File: src/rtl/spi_seq_pkg.sv
package spi_seq_pkg;

    localparam int FRAME_W = 8;
    localparam int BIT_W   = $clog2(FRAME_W);
    localparam int CNT_W   = 9;
    localparam int ADDR_W  = 3;
    localparam int CTRL_W  = 3;

    localparam logic [ADDR_W-1:0] A_CTRL   = 3'd0;
    localparam logic [ADDR_W-1:0] A_TIMING = 3'd1;
    localparam logic [ADDR_W-1:0] A_XFER   = 3'd2;
    localparam logic [ADDR_W-1:0] A_DATA   = 3'd3;
    localparam logic [ADDR_W-1:0] A_STATUS = 3'd4;

    typedef enum logic [2:0] {PH_NONE, PH_BOTH, PH_WR, PH_RD, PH_DUMMY} phase_e;
    typedef enum logic [1:0] {ST_IDLE, ST_LOAD, ST_SHIFT, ST_HOLD} seq_state_e;

    typedef struct packed {
        logic [3:0]       mode;
        logic [CNT_W-1:0] wcnt;
        logic [CNT_W-1:0] rcnt;
    } xfer_cfg_t;

    // Phase at position idx of the ordering picked by mode
    function automatic phase_e phase_of(input logic [3:0] mode, input logic [1:0] idx);
        phase_e p [3];
        p = '{PH_NONE, PH_NONE, PH_NONE};
        case (mode)
            4'd0: p[0] = PH_BOTH;
            4'd1: p[0] = PH_WR;
            4'd2: p[0] = PH_RD;
            4'd3: begin p[0] = PH_WR;    p[1] = PH_RD; end
            4'd4: begin p[0] = PH_RD;    p[1] = PH_WR; end
            4'd5: begin p[0] = PH_WR;    p[1] = PH_DUMMY; p[2] = PH_RD; end
            4'd6: begin p[0] = PH_RD;    p[1] = PH_DUMMY; p[2] = PH_WR; end
            4'd8: begin p[0] = PH_DUMMY; p[1] = PH_WR; end
            4'd9: begin p[0] = PH_DUMMY; p[1] = PH_RD; end
            default: ;
        endcase
        return (idx == 2'd3) ? PH_NONE : p[idx];
    endfunction

    // Frames in a phase, minus one
    function automatic logic [CNT_W-1:0] frames_m1(input phase_e ph, input xfer_cfg_t c);
        case (ph)
            PH_BOTH, PH_WR: return c.wcnt;
            PH_RD:          return c.rcnt;
            default:        return '0;
        endcase
    endfunction

endpackage

File: src/rtl/spi_fifo.sv
module spi_fifo #(
    parameter int W     = 8,
    parameter int DEPTH = 4,
    localparam int AW   = $clog2(DEPTH),
    localparam int CW   = $clog2(DEPTH + 1)
) (
    input  logic          clk,
    input  logic          rst,
    input  logic          clr,
    input  logic          push,
    input  logic [W-1:0]  din,
    input  logic          pop,
    output logic [W-1:0]  dout,
    output logic [CW-1:0] count,
    output logic          empty,
    output logic          full
);
    logic [W-1:0]  mem [DEPTH];
    logic [AW-1:0] wp, rp;
    logic          do_push, do_pop;

    assign empty   = (count == '0);
    assign full    = (count == CW'(DEPTH));
    assign do_push = push && !full;
    assign do_pop  = pop && !empty;
    assign dout    = mem[rp];

    always_ff @(posedge clk) begin
        if (rst || clr) begin
            wp    <= '0;
            rp    <= '0;
            count <= '0;
        end else begin
            if (do_push) begin
                mem[wp] <= din;
                wp      <= wp + 1'b1;
            end
            if (do_pop) rp <= rp + 1'b1;
            count <= count + CW'(do_push) - CW'(do_pop);
        end
    end

    // A push into a full FIFO without a pop leaves the fill level unchanged
    assert_drop_when_full_R2: assert property (@(posedge clk) disable iff (rst || clr)
        (push && full && !pop) |=> (count == $past(count)));

endmodule

File: src/rtl/spi_half_tick.sv
module spi_half_tick #(
    parameter int DIV_W = 8
) (
    input  logic             clk,
    input  logic             rst,
    input  logic             run,
    input  logic [DIV_W-1:0] div,
    output logic             tick
);
    logic [DIV_W-1:0] cnt;

    assign tick = run && (cnt == div);

    always_ff @(posedge clk) begin
        if (rst || !run || tick) cnt <= '0;
        else                     cnt <= cnt + 1'b1;
    end

endmodule

File: src/rtl/spi_seq_core.sv
module spi_seq_core
    import spi_seq_pkg::*;
#(
    parameter int DIV_W = 8
) (
    input  logic               clk,
    input  logic               rst,
    input  logic               start,
    input  xfer_cfg_t          cfg,
    input  logic [DIV_W-1:0]   div,
    input  logic               tx_empty,
    input  logic [FRAME_W-1:0] tx_data,
    input  logic               rx_full,
    input  logic               miso,
    output logic               tx_pop,
    output logic               rx_push,
    output logic [FRAME_W-1:0] rx_data,
    output logic               busy,
    output logic               cs_n,
    output logic               sclk,
    output logic               mosi
);
    seq_state_e         state;
    logic [1:0]         ph_idx;
    logic [CNT_W-1:0]   left;
    logic [FRAME_W-1:0] tx_sh, rx_sh;
    logic [BIT_W-1:0]   bitn;
    phase_e             cur;
    logic               tick, need_tx, need_rx, can_go, frame_end;

    assign cur       = phase_of(cfg.mode, ph_idx);
    assign need_tx   = (cur == PH_BOTH) || (cur == PH_WR);
    assign need_rx   = (cur == PH_BOTH) || (cur == PH_RD);
    assign can_go    = !(need_tx && tx_empty) && !(need_rx && rx_full);
    assign tx_pop    = (state == ST_LOAD) && need_tx && can_go;
    assign frame_end = (state == ST_SHIFT) && tick && sclk && (bitn == BIT_W'(FRAME_W - 1));
    assign rx_push   = frame_end && need_rx;
    assign rx_data   = rx_sh;
    assign busy      = (state != ST_IDLE);
    assign mosi      = (state == ST_SHIFT) ? tx_sh[FRAME_W-1] : 1'b0;

    spi_half_tick #(.DIV_W(DIV_W)) u_tick (
        .clk  (clk),
        .rst  (rst),
        .run  ((state == ST_SHIFT) || (state == ST_HOLD)),
        .div  (div),
        .tick (tick)
    );

    always_ff @(posedge clk) begin
        if (rst) begin
            state  <= ST_IDLE;
            ph_idx <= '0;
            left   <= '0;
            tx_sh  <= '0;
            rx_sh  <= '0;
            bitn   <= '0;
            cs_n   <= 1'b1;
            sclk   <= 1'b0;
        end else begin
            case (state)
                ST_IDLE: if (start) begin
                    ph_idx <= '0;
                    left   <= frames_m1(phase_of(cfg.mode, 2'd0), cfg);
                    cs_n   <= 1'b0;
                    state  <= ST_LOAD;
                end
                ST_LOAD: begin
                    if (cur == PH_NONE) begin
                        state <= ST_HOLD;
                    end else if (can_go) begin
                        tx_sh <= need_tx ? tx_data : '0;
                        bitn  <= '0;
                        state <= ST_SHIFT;
                    end
                end
                ST_SHIFT: if (tick) begin
                    sclk <= ~sclk;
                    if (!sclk) begin
                        rx_sh <= {rx_sh[FRAME_W-2:0], miso};
                    end else begin
                        tx_sh <= tx_sh << 1;
                        bitn  <= bitn + 1'b1;
                        if (frame_end) begin
                            state <= ST_LOAD;
                            if (left == '0) begin
                                ph_idx <= ph_idx + 2'd1;
                                left   <= frames_m1(phase_of(cfg.mode, ph_idx + 2'd1), cfg);
                            end else begin
                                left <= left - 1'b1;
                            end
                        end
                    end
                end
                ST_HOLD: if (tick) begin
                    cs_n  <= 1'b1;
                    state <= ST_IDLE;
                end
                default: state <= ST_IDLE;
            endcase
        end
    end

    assert_sclk_inside_cs_R8: assert property (@(posedge clk) disable iff (rst)
        sclk |-> !cs_n);
    assert_mosi_steady_high_R5: assert property (@(posedge clk) disable iff (rst)
        (sclk && $past(sclk)) |-> $stable(mosi));
    assert_pop_has_data_R9: assert property (@(posedge clk) disable iff (rst)
        tx_pop |-> !tx_empty);
    assert_push_has_room_R10: assert property (@(posedge clk) disable iff (rst)
        rx_push |-> !rx_full);
    assert_dummy_mosi_low_R7: assert property (@(posedge clk) disable iff (rst)
        ((state == ST_SHIFT) && (cur == PH_DUMMY)) |-> !mosi);
    assert_idle_cs_high_R12: assert property (@(posedge clk) disable iff (rst)
        !busy |-> cs_n);

endmodule

File: src/rtl/spi_xfer_sequencer.sv
module spi_xfer_sequencer
    import spi_seq_pkg::*;
#(
    parameter int              TX_DEPTH = 4,
    parameter int              RX_DEPTH = 4,
    parameter int              DIV_W    = 8,
    parameter logic [DIV_W-1:0] DIV_INIT = 3
) (
    input  logic        clk,
    input  logic        rst,
    input  logic        reg_wr,
    input  logic        reg_rd,
    input  logic [2:0]  reg_addr,
    input  logic [31:0] reg_wdata,
    output logic [31:0] reg_rdata,
    output logic        spi_cs_n,
    output logic        spi_sclk,
    output logic        spi_mosi,
    input  logic        spi_miso
);
    localparam int TCW = $clog2(TX_DEPTH + 1);
    localparam int RCW = $clog2(RX_DEPTH + 1);

    logic [CTRL_W-1:0]  ctrl_q;
    logic [DIV_W-1:0]   div_q;
    logic [31:0]        xfer_q;
    logic               start_q, seq_busy, busy, soft_rst;
    logic               tx_pop, tx_empty, tx_full, rx_push, rx_empty, rx_full;
    logic [FRAME_W-1:0] tx_dout, rx_din, rx_dout;
    logic [TCW-1:0]     tx_cnt;
    logic [RCW-1:0]     rx_cnt;
    xfer_cfg_t          cfg;

    assign soft_rst = rst || ctrl_q[0];
    assign busy     = seq_busy || start_q;
    assign cfg      = '{mode: xfer_q[27:24], wcnt: xfer_q[20:12], rcnt: xfer_q[8:0]};

    always_ff @(posedge clk) begin
        if (rst) begin
            ctrl_q  <= '0;
            div_q   <= DIV_INIT;
            xfer_q  <= '0;
            start_q <= 1'b0;
        end else begin
            ctrl_q  <= (reg_wr && reg_addr == A_CTRL) ? reg_wdata[CTRL_W-1:0] : '0;
            start_q <= 1'b0;
            if (reg_wr && reg_addr == A_TIMING) div_q <= reg_wdata[DIV_W-1:0];
            if (ctrl_q[0]) begin
                start_q <= 1'b0;
            end else if (reg_wr && reg_addr == A_XFER && !busy) begin
                xfer_q  <= reg_wdata;
                start_q <= 1'b1;
            end
        end
    end

    spi_fifo #(.W(FRAME_W), .DEPTH(TX_DEPTH)) u_txq (
        .clk   (clk),
        .rst   (rst),
        .clr   (ctrl_q[2] || ctrl_q[0]),
        .push  (reg_wr && reg_addr == A_DATA),
        .din   (reg_wdata[FRAME_W-1:0]),
        .pop   (tx_pop),
        .dout  (tx_dout),
        .count (tx_cnt),
        .empty (tx_empty),
        .full  (tx_full)
    );

    spi_fifo #(.W(FRAME_W), .DEPTH(RX_DEPTH)) u_rxq (
        .clk   (clk),
        .rst   (rst),
        .clr   (ctrl_q[1] || ctrl_q[0]),
        .push  (rx_push),
        .din   (rx_din),
        .pop   (reg_rd && reg_addr == A_DATA),
        .dout  (rx_dout),
        .count (rx_cnt),
        .empty (rx_empty),
        .full  (rx_full)
    );

    spi_seq_core #(.DIV_W(DIV_W)) u_core (
        .clk      (clk),
        .rst      (soft_rst),
        .start    (start_q),
        .cfg      (cfg),
        .div      (div_q),
        .tx_empty (tx_empty),
        .tx_data  (tx_dout),
        .rx_full  (rx_full),
        .miso     (spi_miso),
        .tx_pop   (tx_pop),
        .rx_push  (rx_push),
        .rx_data  (rx_din),
        .busy     (seq_busy),
        .cs_n     (spi_cs_n),
        .sclk     (spi_sclk),
        .mosi     (spi_mosi)
    );

    always_comb begin
        reg_rdata = '0;
        case (reg_addr)
            A_CTRL:   reg_rdata[CTRL_W-1:0]  = ctrl_q;
            A_TIMING: reg_rdata[DIV_W-1:0]   = div_q;
            A_XFER:   reg_rdata              = xfer_q;
            A_DATA:   reg_rdata[FRAME_W-1:0] = rx_dout;
            A_STATUS: begin
                reg_rdata[0]     = busy;
                reg_rdata[12:8]  = 5'(rx_cnt);
                reg_rdata[20:16] = 5'(tx_cnt);
                reg_rdata[22]    = tx_empty;
            end
            default: ;
        endcase
    end

    assert_ctrl_selfclear_R11: assert property (@(posedge clk) disable iff (rst)
        !(reg_wr && reg_addr == A_CTRL) |=> (ctrl_q == '0));
    assert_tx_flush_R11: assert property (@(posedge clk) disable iff (rst)
        ctrl_q[2] |=> (tx_cnt == '0));
    assert_busy_ignores_xfer_R3: assert property (@(posedge clk) disable iff (rst)
        (busy && !ctrl_q[0]) |=> $stable(xfer_q));
    assert_empty_flag_R2: assert property (@(posedge clk) disable iff (rst)
        (tx_empty && !tx_full) || !tx_empty);

endmodule

File: config.mk
export PLATFORM = sky130hd
export DESIGN_NAME = spi_xfer_sequencer
export DESIGN_NICKNAME = d
export VERILOG_FILES = /design/src/rtl/spi_seq_pkg.sv /design/src/rtl/spi_fifo.sv /design/src/rtl/spi_half_tick.sv /design/src/rtl/spi_seq_core.sv /design/src/rtl/spi_xfer_sequencer.sv
export SDC_FILE = /design/constraint.sdc
export NUM_CORES = 1
export LEC_CHECK = 0
export BUFFER_PORTS_ARGS = -buffer_cell sky130_fd_sc_hd__buf_2
export CAP_MARGIN = 20
export CORE_ASPECT_RATIO = 1.25
export CORE_MARGIN = 2
export CORE_UTILIZATION = 40
export CTS_BUF_LIST = sky130_fd_sc_hd__clkbuf_2
export CTS_CLUSTER_DIAMETER = 60
export DETAILED_ROUTE_END_ITERATION = 12
export PLACE_DENSITY = 0.6
export SLEW_MARGIN = 20
export SYNTH_ARGS = -nofsm -noshare
export SYNTH_HDL_FRONTEND = slang
export SYNTH_HIERARCHICAL = 1
export SYNTH_SLANG_ARGS = --single-unit
File: constraint.sdc
create_clock -name clk -period 3.8 [get_ports clk]
set_input_delay 0.19 -clock clk [delete_from_list [all_inputs] [get_ports clk]]
set_output_delay 0.19 -clock clk [all_outputs]
set_load 0.02 [all_outputs]
==> metrics.txt <==
CP delay by family, top=simple AND/OR/NAND/NOR gates; wire length per cell=roughly 17 µm; largest net degree at the start of global routing=40; post-synthesis register bit count=168; overall die width=135 µm; slowest cell on the critical path=dfxtp_1; Final Non-Filler Cells=1231; Post-Synthesis Cells=807; worst relative slew slack=0.416; Power Total=3.10 mW; num rows=59; commonest non-fill, non-tap cell in the layout=dfxtp_1; final setup violation count=0; nets=around 1000; initial antenna violation count=1; Yosys warning count=6; Synth Cell Area=0.00860 mm²; RR Startpoint=xfer_q[27]; initial cell density of the core=0.410; detail-routed via count per cell=5.36; CP required=4.50 ns; number of port buffers=74; clock buffer depth=2; r2r endpoint=u_txq/count[2]; Final TNS setup=0 ns; Critical Path Source=xfer_q[27]; layout cell share with drive strength beyond 1=0.197; Die Area=between 0.02 and 0.025 mm²; Worst setup EP type=register; DRT Pass-1 Iters=5; area of the multi-input gates=roughly 0.0042 mm²; critical path type=register to register; Global Route Usage Sum=0.190; EDFF count, synth=64; die height=168 µm; Layout Area Growth over Synthesis=17.8%; commonest non-fill, non-tap cells in the layout=dfxtp_1, buf_2, nand2b_1; RSZ-0062 raised after global routing=no; maximum VDD drop=0.000186 V; Post-DP Area=a little over 0.009 mm²; Filler Cells Inserted=2017; R2R cell count=13; WL final=between 20000 and 25000 µm; PwrDens=306 mW/mm²; top cells by area, synth=dfxtp_1, edfxtp_1, nand2b_1; Critical Path Max Stage Delay=0.60 ns; H-tree Lvls=4; Max Fanout on Critical Path=10; CTS sink cnt=168; Max Clock Freq=286 MHz; crit path capture=u_txq/count[2]; routability cong.=0.802; total congestion overflow=0; sequential fraction of the synthesis area=0.466; DRT iter0 DRCs=515; Buf/Inv on CP=1; Async SR Flop Fraction=0; Placement Setup Slack=0.230 ns; via count=6600; HP Class=input port to register; mean post-synth cell area=10.7 µm²; Hold Slack=0.0829 ns; stages on the worst setup path=13; first-pass GRT wire length=34200 µm; minimum clock period=3.49 ns; top cell type's share of synthesized area=0.242; Slew Viols, Final=0; status=finished clean; DRC=0; TritonCTS clock tree=yes; vias in the first global route=6483; clk_lat worst skew=just under 0.8 ns; Arr. time, crit path=4.19 ns; Critical Path Source Type=register; Post CTS Setup Buffer Count=0; LEAKAGE=3.71 nW; worst slew pin tran=0.876 ns; Mapped Nets=867; final hold viol count=0; Non-Filler Cell Area, Final=0.0101 mm²; clk_skew=0.0574 ns; fin util=0.483; dominant synthesized flop cell=dfxtp_1; Clock Tree Root=clkbuf_2; Reg2Reg Setup Slack=0.31 ns; post-route setup slack=roughly 0.31 ns; FF+latch area=0.00401 mm²; antenna viol nets, final=0; max-cap viol count=0; hpwl dp=14700 µm; critical path, cell by cell=or4bb_1 > o22ai_1 > a311oi_2 > mux2i_1 > nor4b_1 > nor2b_2 > ha_1 > inv_1 > ha_1 > fa_1 > xnor2_1 > xnor2_1 > nor3_1; period utilisation layout=0.919; Synth area leader=dfxtp_1; # IOs=75; number of buffers created by CTS=17; post-synthesis cell type count=85; core region area=roughly 0.021 mm²; clock slew seen by the registers of the worst setup and hold paths=0.28 ns; placed insts=1128
==> routing by layer <==
metal  global-route usage  vias up  routed length, µm
met2                0.337      129              11100
met3               0.0385       13                761
met4               0.0448        0                178
met5                    0        -                  0
met1                0.236     3227               8800
li1                     -     3231                  -
==> where the power goes <==
part | total [mW] | internal (mW) | switching (mW)
clock network | 0.947 | 0.217 | 0.730
logic | 0.257 | 0.126 | 0.131
registers | 1.90 | 1.88 | 0.0174
==> worst reg2reg max path, stage by stage (launching register included) <==
cell,delay [ns]
dfxtp_1,0.60
or4bb_1,0.55
o22ai_1,0.21
a311oi_2,0.10
mux2i_1,0.15
nor4b_1,0.35
nor2b_2,0.28
ha_1,0.14
inv_1,0.04
ha_1,0.20
fa_1,0.40
xnor2_1,0.15
xnor2_1,0.13
nor3_1,0.12
==> cell usage after synthesis (6+ instances only) <==
cell type	n
inv_1	21
a211oi_1	8
nand2_1	50
ha_1	18
o211ai_1	8
edfxtp_1	64
a311oi_1	9
mux2i_1	41
buf_2	8
nand2b_1	71
and2_1	25
a22oi_1	20
nand3_1	9
mux4_2	16
nor3_1	10
nand3b_1	13
nor2b_1	9
or3_1	10
xor2_1	13
clkbuf_1	26
a21oi_1	45
or2_2	6
a221oi_1	9
mux2_2	6
o21ai_0	31
nor2_1	41
and3_1	12
dfxtp_1	104
xnor2_1	9
==> cell type report <==
cell class              count  area share
clock inverters            15      0.0156
flip-flops and latches    168       0.396
well taps                 274      0.0339
clock buffers              17     0.00840
repair buffers            164       0.121
inverters                  24     0.00890
multi-input cells         568       0.417
diodes                      1    0.000247
==> how the worst min path moves through the flow <==
stage                        endpoint  cells after the start        start
finish                    u_txq/wp[0]                      6  reg_addr[0]
detailed placement  u_core/rx_data[0]                      3     spi_miso
CTS                       u_txq/wp[0]                      6  reg_addr[0]
global route              u_txq/wp[0]                      6  reg_addr[0]
global placement    u_core/rx_data[0]                      3     spi_miso
floorplan              u_rxq/count[2]                      1          rst
==> timing repair <==
action                     4_1_cts  5_1_grt
resized for setup                0        3
hold buffers                    70        0
hold endpoints to repair        82        0
setup endpoints to repair        0        2
==> registers in the layout, indices dropped and copies added (netlist names), 8 cells and up, named ones only <==
name               cells
u_core/rx_data         8
u_rxq/mem             32
u_core/left            9
xfer_q                32
u_txq/mem             32
u_core/tx_sh           8
div_q                  8
u_core/u_tick/cnt      8
==> cells by family (layout without fill, tap and decap cells) <==
family / count (synthesis) / in the layout / share of synthesized area
XOR/XNOR: 22 / 22 / 0.0224
buffers and inverters: 71 / 220 / 0.0441
AO/OA/AOI/OAI: 165 / 165 / 0.129
AND/OR/NAND/NOR: 296 / 296 / 0.204
multiplexers: 65 / 65 / 0.104
adder cells (fa/ha/maj): 20 / 20 / 0.0309
other: 0 / 1 / 0
flip-flops: 168 / 168 / 0.466
Note: power is estimated with default switching activity, not from simulation.
